### src/rtl/pss_pkg.sv
package pss_pkg;

  typedef enum logic [1:0] {
    ST_ON   = 2'b00,
    ST_SUSP = 2'b01,
    ST_OFF  = 2'b10,
    ST_BAD  = 2'b11
  } pstate_t;

  typedef enum logic [2:0] {
    DEC_NONE,
    DEC_TO_ON,
    DEC_TO_SUSP,
    DEC_TO_OFF,
    DEC_WAKE_SEQ,
    DEC_REJECT
  } dec_t;

  localparam logic [1:0] POL_OFF  = 2'b00;
  localparam logic [1:0] POL_ON   = 2'b01;
  localparam logic [1:0] POL_LAST = 2'b10;

  // main rail enable, memory rail enable
  function automatic logic [1:0] f_rails(input pstate_t s);
    case (s)
      ST_ON:   f_rails = 2'b11;
      ST_SUSP: f_rails = 2'b01;
      default: f_rails = 2'b00;
    endcase
  endfunction

  function automatic logic f_policy_wakes(input logic [1:0] pol, input logic last_on);
    case (pol)
      POL_ON:   f_policy_wakes = 1'b1;
      POL_LAST: f_policy_wakes = last_on;
      default:  f_policy_wakes = 1'b0;
    endcase
  endfunction

endpackage

### src/rtl/pss_req_arb.sv
module pss_req_arb
  import pss_pkg::*;
(
  input  pstate_t st,
  input  logic    req_sleep,
  input  logic    req_off,
  input  logic    req_wake,
  output dec_t    dec
);

  always_comb begin
    dec = DEC_NONE;
    case (st)
      ST_ON: begin
        if (req_off)        dec = DEC_TO_OFF;
        else if (req_sleep) dec = DEC_TO_SUSP;
      end
      ST_SUSP: begin
        if (req_wake)       dec = DEC_TO_ON;
        else if (req_off)   dec = DEC_REJECT;
      end
      ST_OFF: begin
        if (req_wake)       dec = DEC_WAKE_SEQ;
        else if (req_sleep) dec = DEC_REJECT;
      end
      default:              dec = DEC_TO_OFF;
    endcase
  end

endmodule

### src/rtl/pss_wake_timer.sv
module pss_wake_timer #(
  parameter int WAKE_CYC = 4
) (
  input  logic clk,
  input  logic rst_n,
  input  logic start,
  input  logic abort,
  output logic busy,
  output logic done
);

  localparam int CW = (WAKE_CYC < 2) ? 1 : $clog2(WAKE_CYC);
  localparam logic [CW-1:0] LAST = CW'(WAKE_CYC - 1);

  logic          active_q;
  logic [CW-1:0] cnt_q;

  assign busy = active_q;
  assign done = active_q && (cnt_q == LAST);

  always_ff @(posedge clk or negedge rst_n) begin
    if (!rst_n) begin
      active_q <= 1'b0;
      cnt_q    <= '0;
    end else if (abort) begin
      active_q <= 1'b0;
      cnt_q    <= '0;
    end else if (start) begin
      active_q <= 1'b1;
      cnt_q    <= '0;
    end else if (done) begin
      active_q <= 1'b0;
      cnt_q    <= '0;
    end else if (active_q) begin
      cnt_q    <= cnt_q + 1'b1;
    end
  end


  wake_cnt_range_chk: assert property (@(posedge clk) disable iff (!rst_n)
    active_q |-> (cnt_q <= LAST));


  wake_idle_zero_chk: assert property (@(posedge clk) disable iff (!rst_n)
    !active_q |-> (cnt_q == '0));

endmodule

### src/rtl/pss_recovery.sv
module pss_recovery
  import pss_pkg::*;
(
  input  logic       clk,
  input  logic       rst_n,
  input  logic       ac_ok,
  input  logic [1:0] policy,
  input  logic       set_last,
  input  logic       clr_last,
  output logic       ac_rise,
  output logic       resume_wake,
  output logic       last_on
);

  logic ac_q;
  logic last_q;

  assign ac_rise     = ac_ok && !ac_q;
  assign resume_wake = ac_rise && f_policy_wakes(policy, last_q);
  assign last_on     = last_q;

  always_ff @(posedge clk or negedge rst_n) begin
    if (!rst_n) begin
      ac_q   <= 1'b0;
      last_q <= 1'b0;
    end else begin
      ac_q <= ac_ok;
      if (set_last)      last_q <= 1'b1;
      else if (clr_last) last_q <= 1'b0;
    end
  end


  rise_once_chk: assert property (@(posedge clk) disable iff (!rst_n)
    ac_rise |=> !ac_rise);


  last_hold_on_loss_chk: assert property (@(posedge clk) disable iff (!rst_n)
    !ac_ok |=> (last_q == $past(last_q)));

endmodule

### src/rtl/pwr_state_seq.sv
module pwr_state_seq
  import pss_pkg::*;
#(
  parameter int WAKE_CYC = 4
) (
  input  logic       clk,
  input  logic       rst_n,
  input  logic       req_sleep,
  input  logic       req_off,
  input  logic       req_wake,
  input  logic       ac_ok,
  input  logic [1:0] policy,
  output logic [1:0] state,
  output logic       main_en,
  output logic       mem_en,
  output logic       req_err
);

  pstate_t state_q, state_d;
  logic    err_q, err_d;
  dec_t    dec;

  logic ac_rise, resume_wake, last_on;
  logic wake_busy, wake_done;
  logic wake_start, wake_abort;
  logic set_last, clr_last;
  logic normal_ev, reject_ev;

  pss_req_arb u_arb (
    .st        (state_q),
    .req_sleep (req_sleep),
    .req_off   (req_off),
    .req_wake  (req_wake),
    .dec       (dec)
  );

  pss_wake_timer #(.WAKE_CYC(WAKE_CYC)) u_timer (
    .clk   (clk),
    .rst_n (rst_n),
    .start (wake_start),
    .abort (wake_abort),
    .busy  (wake_busy),
    .done  (wake_done)
  );

  pss_recovery u_rec (
    .clk         (clk),
    .rst_n       (rst_n),
    .ac_ok       (ac_ok),
    .policy      (policy),
    .set_last    (set_last),
    .clr_last    (clr_last),
    .ac_rise     (ac_rise),
    .resume_wake (resume_wake),
    .last_on     (last_on)
  );

  // requests are only acted on with mains steady and no pass-through running
  assign normal_ev  = ac_ok && !ac_rise && !wake_busy;
  assign reject_ev  = normal_ev && (dec == DEC_REJECT);
  assign wake_abort = !ac_ok;
  assign wake_start = resume_wake || (normal_ev && dec == DEC_WAKE_SEQ);

  always_comb begin
    state_d = state_q;
    if (!ac_ok) begin
      state_d = ST_OFF;
    end else if (ac_rise) begin
      state_d = resume_wake ? ST_SUSP : ST_OFF;
    end else if (wake_busy) begin
      if (wake_done) state_d = ST_ON;
    end else begin
      case (dec)
        DEC_TO_ON:    state_d = ST_ON;
        DEC_TO_SUSP:  state_d = ST_SUSP;
        DEC_TO_OFF:   state_d = ST_OFF;
        DEC_WAKE_SEQ: state_d = ST_SUSP;
        default:      state_d = state_q;
      endcase
    end
  end

  assign err_d    = reject_ev;
  assign set_last = ac_ok && (state_d == ST_ON) && (state_q != ST_ON);
  assign clr_last = ac_ok && (state_d == ST_OFF) && (state_q == ST_ON);

  always_ff @(posedge clk or negedge rst_n) begin
    if (!rst_n) begin
      state_q <= ST_OFF;
      err_q   <= 1'b0;
    end else begin
      state_q <= state_d;
      err_q   <= err_d;
    end
  end

  assign state             = state_q;
  assign {main_en, mem_en} = f_rails(state_q);
  assign req_err           = err_q;


  rails_order_chk: assert property (@(posedge clk) disable iff (!rst_n)
    main_en |-> mem_en);


  no_susp_to_off_chk: assert property (@(posedge clk) disable iff (!rst_n)
    (state_q == ST_SUSP && ac_ok) |=> (state_q != ST_OFF));


  err_keeps_state_chk: assert property (@(posedge clk) disable iff (!rst_n)
    req_err |-> (state_q == $past(state_q)));


  ac_loss_off_chk: assert property (@(posedge clk) disable iff (!rst_n)
    !ac_ok |=> (state_q == ST_OFF && !req_err));


  last_on_in_full_chk: assert property (@(posedge clk) disable iff (!rst_n)
    (state_q == ST_ON) |-> last_on);


  reject_not_full_chk: assert property (@(posedge clk) disable iff (!rst_n)
    reject_ev |-> (state_q != ST_ON));

endmodule

### config.mk
export PLATFORM = sky130hd
export DESIGN_NAME = pwr_state_seq
export DESIGN_NICKNAME = d
export VERILOG_FILES = /design/src/rtl/pss_pkg.sv /design/src/rtl/pss_req_arb.sv /design/src/rtl/pss_wake_timer.sv /design/src/rtl/pss_recovery.sv /design/src/rtl/pwr_state_seq.sv
export SDC_FILE = /design/constraint.sdc
export NUM_CORES = 1
export LEC_CHECK = 0
export BUFFER_PORTS_ARGS = -buffer_cell sky130_fd_sc_hd__buf_2
export CAP_MARGIN = 30
export CORE_AREA = 3 3 40 42
export DETAILED_ROUTE_END_ITERATION = 6
export DIE_AREA = 0 0 43 45
export PLACE_DENSITY_LB_ADDON = 0.05
export SLEW_MARGIN = 20
export SYNTH_ARGS = -nofsm -noshare
export SYNTH_HDL_FRONTEND = slang
export SYNTH_SLANG_ARGS = --single-unit
### constraint.sdc
create_clock -name clk -period 1.6 [get_ports clk]
set_input_delay 0 -clock clk [delete_from_list [all_inputs] [get_ports clk]]
set_output_delay 0 -clock clk [all_outputs]
set_load 0.01 [all_outputs]
==> results of run 1 <==
## logic make-up after synthesis
group,count (synthesis)
adders and majority gates,3
and+or+nand+nor,24
muxes,2
AOI/OAI and AO/OA,10
DFF,8
buffers and inverters,6
## critical path, cell delays in order, from the launching register on
cell and delay (ps):
dfrtp_1 390, ha_1 250, a21boi_0 240, a221oi_2 110
o31ai_1 200, nand3_1 100
## where the power goes
group,internal [mW],switching (mW)
registers,0.219,0.0133
logic,0.0590,0.0647
clock network,0.0963,0.0822
## layout make-up
cell class	count	area, µm²	share of cell area
Clock buffer	4	26.3	0.0415
Inverter	4	15.0	0.0237
Multi-Input combinational cell	39	267	0.421
Sequential cell	8	201	0.318
Tap cell	15	18.8	0.0296
Timing Repair Buffer	17	105	0.166
## sequential cells by signal, indices dropped and copies added (netlist names)
signal / count
req_err: 1
state: 2
u_rec.ac_q: 1
u_rec.last_on: 1
u_timer.busy: 1
u_timer.cnt_q: 2
## stage by stage
stage / instances / util / instance area, µm² / hold WS, ps / setup WS [ps]
3_5_place_dp: 80 / 0.449 / 577 / -143 / 196
4_1_cts: 87 / 0.493 / 633 / 38.0 / 183
3_3_place_gp: 80 / 0.449 / 577 / -140 / 229
6_report: 87 / 0.493 / 633 / 37.4 / 185
5_1_grt: 87 / 0.493 / 633 / 53.6 / 64.7
2_1_floorplan: 53 / - / 499 / -296 / 160
## placed cells by master (no fill, tap or decap), drive strengths merged, types with 2 or more instances in the layout
master and count:
nor2b 3, ha 3, nand3 2, nand2 3, clkbuf 4, mux2i 2, inv 4, o21ai 3
nor2 7, dlygate4sd3 3, buf 14, dfrtp 7
## repair_timing
action / 4_1_cts / 5_1_grt
resized for setup: 0 / 0
hold buffers: 3 / 0
hold endpoints to repair: 10 / 0
## path summary, 6_finish.rpt
| kind | to | depth (start not counted) |
|---|---|---|
| worst max-delay path | u_rec.last_on | 5 |
| worst min-delay path | req_err | 3 |
| worst max register to register | u_rec.last_on | 5 |
| worst min register to register | u_timer.cnt_q[1] | 2 |
| max in group asynchronous | state[1] | 2 |
| min in group asynchronous | req_err | 2 |
## routing by layer
layer	part of all wire	up-vias
li1	-	227
met1	0.46	221
met2	0.44	21
met3	0.082	4
met4	0.022	0
met5	0	-
==> flow_summary.ini, run 1 <==
[place]
port_buffers = 12
dpl.hpwl_um = 821
gp_congestion = 0.705

[layout]
nets = 84
drive_above_1_share = 0.278
diodes = 0
fillCellCount = 129
syn2layout_area_growth_pct = 26.8

[worst_setup_path]
rrSetupSlack_ps = 180
critPathLaunchType = flop
end_kind = flop
critical_path_class = flop to flop
regToRegStartpoint = u_timer.cnt_q[0]
worstSetupStartpoint = u_timer.cnt_q[0]
critPathArrivalTime_ps = 1560
cp_max_fo = 4
required_ps = 1740

[sta]
hold_viol = 0
max_freq_ghz = 0.707
timing.final.crit_share = 0.884
worst_pin_slew_ps = 328
finalCriticalPeriod_ps = 1420
finalMaxSlewViolations = 0
slew_headroom = 0.776
rsz0062_at_grt = no
setup_viol = 0
fin_tns_setup_ps = 0
skew_ps = 0.840

[grt]
grt_busiest_layer = met2
grt_pass1_wl_um = 2040
met1_usage = 0.173
overflow = 0
grt_start_max_net_pins = 11
met3_usage = 0.0478
antenna_found_initial = 0
grt_pass1_vias = 472
met2_usage = 0.228
grtUsageTotal = 0.143

[logic_synthesis]
synth_top_family_by_area = simple AND/OR/NAND/NOR gates
synthAdderAreaFrac = 0.0752
netlist_instances = 53
synth_compound_area_frac = 0.148
synth_area_um2 = 499
ys_async_sr_fraction = 1.00
yosysTopAreaCell = dfrtp_1
synthMuxAreaShare = 0.0401
yosys.area.top_type_share = 0.351
synth_seq_area_share = 0.404
synthTopCellsByCount = 7 x dfrtp_1, 7 x nor2_1
synth.distinct_cells = 29
synth_area_leaders = dfrtp_1 35%, ha_1 7.5%, dfstp_2 5.3%
ys.flop_type = dfrtp_1
yosys.area_share.simple = 0.271
synth_seq_cells = 8
synth_edf_count = 0
synth_xor_area_frac = 0
synthesis.nets = 64
yosysWarnings = 0
syn_avg_cell_area_um2 = 9.42

[floorplan]
dieArea_mm2 = 0.00194
coreArea_mm2 = 0.00128
die_w_um = 43
initial_core_util = 0.389
pin_count = 13
fp.dieH_um = 45
rows = 13

[power]
peakVddDrop_mv = 0.373
power.static_leakage_nw = 0.303
p_total_mw = 0.535
powerDensity_mw_per_mm2 = 844

[clock_tree]
clock_latency_ps = 260
cts-buffers-inserted = 3
cts-root-buf = clkbuf_4
clkTransAtPathRegs_ps = 60
cts_setup_buffers = 0
cts.sinks = 8
cts_tree = yes
cts_htree_levels = 1
ctsLongestPathBuffers = 2

[drt]
first_pass_iters = 4
ant_nets = 0
avgRoutedWirePerCell_um = 12.7
via_count = 473
drt-vias-per-instance = 5.44
drt-total-wl_um = 1110
drt_iter0_drc = 19
drc = 0

[min_path]
hold_class = input pin to flop
hp-start = req_sleep

[run]
maxCapViolCount = 0

[run_status]
status = complete, no violations
No activity file was read; power rests on OpenSTA's default activity.
==> run 2, diff against run 1 <==
--- a/config.mk
+++ b/config.mk
@@ -10,7 +10,7 @@
 export CORE_AREA = 3 3 40 42
 export DETAILED_ROUTE_END_ITERATION = 6
 export DIE_AREA = 0 0 43 45
-export PLACE_DENSITY_LB_ADDON = 0.05
+export PLACE_DENSITY = 0.71
 export SLEW_MARGIN = 20
 export SYNTH_ARGS = -nofsm -noshare
 export SYNTH_HDL_FRONTEND = slang
==> flow_summary.ini, run 2 (synthesis results as in run 1) <==
[layout]
final_common_cell = buf_2
layout.cells.most_common_list = 12 x buf_2, 7 x nor2_1, 7 x dfrtp_1
diodes = 0
nets = 85
fillCellCount = 134
syn2layout_area_growth_pct = 28.3
drive_above_1_share = 0.288

[sta]
timing.final.crit_share = 0.884
rsz0062_at_grt = no
fin_tns_setup_ps = 0
finalCriticalPeriod_ps = 1410
worst_slack_ps = 185
setup_viol = 0
skew_ps = 7.69
worst_pin_slew_ps = 385
slew_headroom = 0.737
hold_viol = 0
max_freq_ghz = 0.707
holdWs_ps = 56.2
finalMaxSlewViolations = 0

[grt]
grtUsageTotal = 0.130
antenna_found_initial = 0
grt_pass1_wl_um = 1770
overflow = 0
grt_start_max_net_pins = 11
grt_pass1_vias = 431

[worst_setup_path]
end_kind = flop
required_ps = 1720
cp_slowest_cell = dfrtp_1
crit_buf_inv = 0
crit_path_cell_trace = ha_1 -> a21boi_0 -> a221oi_2 -> o31ai_1 -> nand3_1
worstSetupStartpoint = u_timer.cnt_q[0]
critical_path_class = flop to flop
rrSetupSlack_ps = 190
worstReg2RegEnd = u_rec.last_on
reg2regPathDepth = 5
cp_max_fo = 4
regToRegStartpoint = u_timer.cnt_q[0]
endpoint = u_rec.last_on
max_stage_delay_ps = 390
path_delay_family = compound AO/OA/AOI/OAI gates
critPathArrivalTime_ps = 1540
cp.depth = 5
critPathLaunchType = flop

[floorplan]
rows = 13
coreArea_mm2 = 0.00128
dieArea_mm2 = 0.00194
die_w_um = 43
fp.dieH_um = 45
pin_count = 13
initial_core_util = 0.389

[drt]
first_pass_iters = 4
ant_nets = 0
dr_wl_met3_um = 59
highest_layer = met4
drt_iter0_drc = 6
avgRoutedWirePerCell_um = 11.8
drc = 0
dr_wl_met2_um = 527
drt-total-wl_um = 1040
drt-vias-per-instance = 5.26
via_count = 463
met1_length_um = 447

[place]
gp_congestion = 0.787
dpl.hpwl_um = 828
place_ws_ps = 193
port_buffers = 12

[clock_tree]
ctsLongestPathBuffers = 2
cts_setup_buffers = 0
cts.sinks = 8
clkTransAtPathRegs_ps = 60
cts_resized = 0
clock_latency_ps = 260
cts_htree_levels = 1
cts-root-buf = clkbuf_4
cts_tree = yes
cts-buffers-inserted = 3

[run]
maxCapViolCount = 0

[min_path]
hold_class = input pin to flop

[power]
power.static_leakage_nw = 0.308
peakVddDrop_mv = 0.361
powerDensity_mw_per_mm2 = 820
p_total_mw = 0.526

[run_status]
status = complete, no violations
## run 2: per-layer routing
layer,up-vias,track usage
li1,229,-
met1,221,0.139
met2,11,0.213
met3,2,0.0717
met4,0,0.0542
met5,-,0
## run 2: cell type report
cell class / instances / area [µm²] / area share
Clock buffer: 4 / 26.3 / 0.0410
Inverter: 4 / 15.0 / 0.0234
Multi-Input combinational cell: 39 / 267 / 0.416
Sequential cell: 8 / 201 / 0.314
Tap cell: 15 / 18.8 / 0.0293
Timing Repair Buffer: 18 / 113 / 0.176
## run 2: worst min path at each step
stage               slack [ps]  depth (start not counted)  startpoint       end
detailed placement        -150                          1       rst_n   req_err
global placement          -150                          1       rst_n  state[0]
floorplan                 -300                          0       rst_n   req_err
finish                      60                          3   req_sleep   req_err
global route                50                          3   req_sleep   req_err
CTS                         50                          3   req_sleep   req_err
## run 2: what timing repair did
action,in CTS,in global routing
hold buffers,3,0
hold endpoints to repair,10,0
endpoints found under the setup margin,0,0
## run 2: power by group
part	internal (mW)	leakage [nW]	switching [mW]
clock network	0.0956	0.0150	0.0714
logic	0.0620	0.194	0.0637
registers	0.219	0.0996	0.0137
## run 2: per-stage QoR
stage           util  cells  instance area (µm²)
3_5_place_dp   0.455     81                  584
2_1_floorplan      -     53                  499
5_1_grt        0.499     88                  641
3_3_place_gp   0.455     81                  584
4_1_cts        0.499     88                  641
6_report       0.499     88                  641
## run 2: worst min-delay path: stages
cell	delay, ps
buf_2	100
nand3b_1	70
a2111oi_0	90
==> run 3, diff against run 2 <==
==> constraint.sdc (replaced) <==
create_clock -name clk -period 1.6 [get_ports clk]
set_input_delay 0.24 -clock clk [delete_from_list [all_inputs] [get_ports clk]]
set_output_delay 0.24 -clock clk [all_outputs]
set_load 0.01 [all_outputs]
==> flow_summary.ini, run 3 (synthesis results as in run 1) <==
[run_status]
status = complete, no violations

[floorplan]
die_w_um = 43
pin_count = 13
rows = 13
fp.dieH_um = 45
initial_core_util = 0.389
dieArea_mm2 = 0.00194
coreArea_mm2 = 0.00128

[clock_tree]
cts_htree_levels = 1
cts_tree = yes
cts-root-buf = clkbuf_4
ctsLongestPathBuffers = 2
clock_latency_ps = 260
cts_setup_buffers = 0
clkTransAtPathRegs_ps = 60
cts-buffers-inserted = 3
cts.sinks = 8

[sta]
skew_ps = 5.84
slew_headroom = 0.722
finalCriticalPeriod_ps = 1380
max_freq_ghz = 0.723
rsz0062_at_grt = no
hold_viol = 0
setup_viol = 0
fin_tns_setup_ps = 0
timing.final.crit_share = 0.864
finalMaxSlewViolations = 0
worst_pin_slew_ps = 407

[layout]
seq_area_um2 = 201
final_common_cell = buf_2
layout.cells.most_common_list = 12 x buf_2, 7 x nor2_1, 7 x dfrtp_1
syn2layout_area_growth_pct = 22.8
multiInputGateArea_um2 = 267
fillCellCount = 126
diodes = 0
drive_above_1_share = 0.286
nets = 82

[power]
p_total_mw = 0.517
peakVddDrop_mv = 0.415
powerDensity_mw_per_mm2 = 843
power.static_leakage_nw = 0.295

[grt]
overflow = 0
grtUsageTotal = 0.120
grt_pass1_vias = 384
grt_start_max_net_pins = 11
antenna_found_initial = 0
grt_pass1_wl_um = 1700

[worst_setup_path]
cp_slowest_cell = dfrtp_1
critical_path_class = flop to flop
cp_max_fo = 4
critPathLaunchType = flop
critPathArrivalTime_ps = 1510
end_kind = flop
crit_path_cell_trace = ha_1 -> a21boi_1 -> a221oi_2 -> o31ai_1 -> nand3_1
path_delay_family = compound AO/OA/AOI/OAI gates
rrSetupSlack_ps = 220
max_stage_delay_ps = 390
crit_buf_inv = 0
required_ps = 1730

[drt]
drt-vias-per-instance = 5.04
drt_iter0_drc = 11
via_count = 428
avgRoutedWirePerCell_um = 11.1
drt-total-wl_um = 945
first_pass_iters = 3
drc = 0
ant_nets = 0

[place]
port_buffers = 12
dpl.hpwl_um = 741
gp_congestion = 0.745

[run]
maxCapViolCount = 0

[min_path]
hold_class = input pin to flop
-- run 3: cell types whose count changed in the layout (fill, tap and decap cells not counted) --
cell,before,now
a21boi_0,1,0
a21boi_1,0,1
buf_4,3,2
dlygate4sd3_1,3,1
-- run 3: where the power goes --
| part | leakage (nW) | total (mW) | switching, mW | internal [mW] |
|---|---|---|---|---|
| sequential | 0.0996 | 0.232 | 0.0132 | 0.219 |
| combinational | 0.180 | 0.118 | 0.0620 | 0.0561 |
| clock | 0.0150 | 0.166 | 0.0707 | 0.0955 |
-- run 3: path summary, 6_finish.rpt --
path	start	end	cells after the start
worst min register to register	u_timer.cnt_q[1]	u_timer.cnt_q[1]	2
worst min-delay path	ac_ok	u_rec.ac_q	1
min in group asynchronous	rst_n	state[0]	2
worst max register to register	u_timer.cnt_q[0]	u_rec.last_on	5
worst max-delay path	u_timer.cnt_q[0]	u_rec.last_on	5
max in group asynchronous	rst_n	state[1]	2
-- run 3: worst reg2reg max path: stages (launching register included) --
cell and delay, ps:
dfrtp_1 390, ha_1 250, a21boi_1 190, a221oi_2 90, o31ai_1 210, nand3_1 110
-- run 3: per-stage QoR --
stage	utilization	std cells	hold WS (ps)	worst slack [ps]	instance area [µm²]
floorplan	-	53	-55.6	160	499
global placement	0.449	80	90.9	90.6	577
detailed placement	0.449	80	93.1	73.5	577
CTS	0.477	85	125	156	613
global route	0.477	85	133	56.1	613
finish	0.477	85	143	218	613
-- run 3: final cells by class --
type,count,share of cell area
clock buffers,4,0.0429
inverters,4,0.0245
multi-input cells,39,0.435
flip-flops and latches,8,0.329
well taps,15,0.0306
repair buffers,15,0.139
-- run 3: repair_timing --
action,CTS,global route
endpoints found under the setup margin,0,1
gates resized for setup,0,1
hold buffers,1,0
endpoints found under the hold margin,7,0
-- run 3: layer usage --
layer  wire, µm  part of all wire  up-vias  GRT usage
met4          0                 0        0     0.0542
li1           -                 -      226          -
met5          0                 0        -          0
met3         50             0.053        0     0.0598
met1        442              0.47      193      0.151
met2        451              0.48        9      0.174
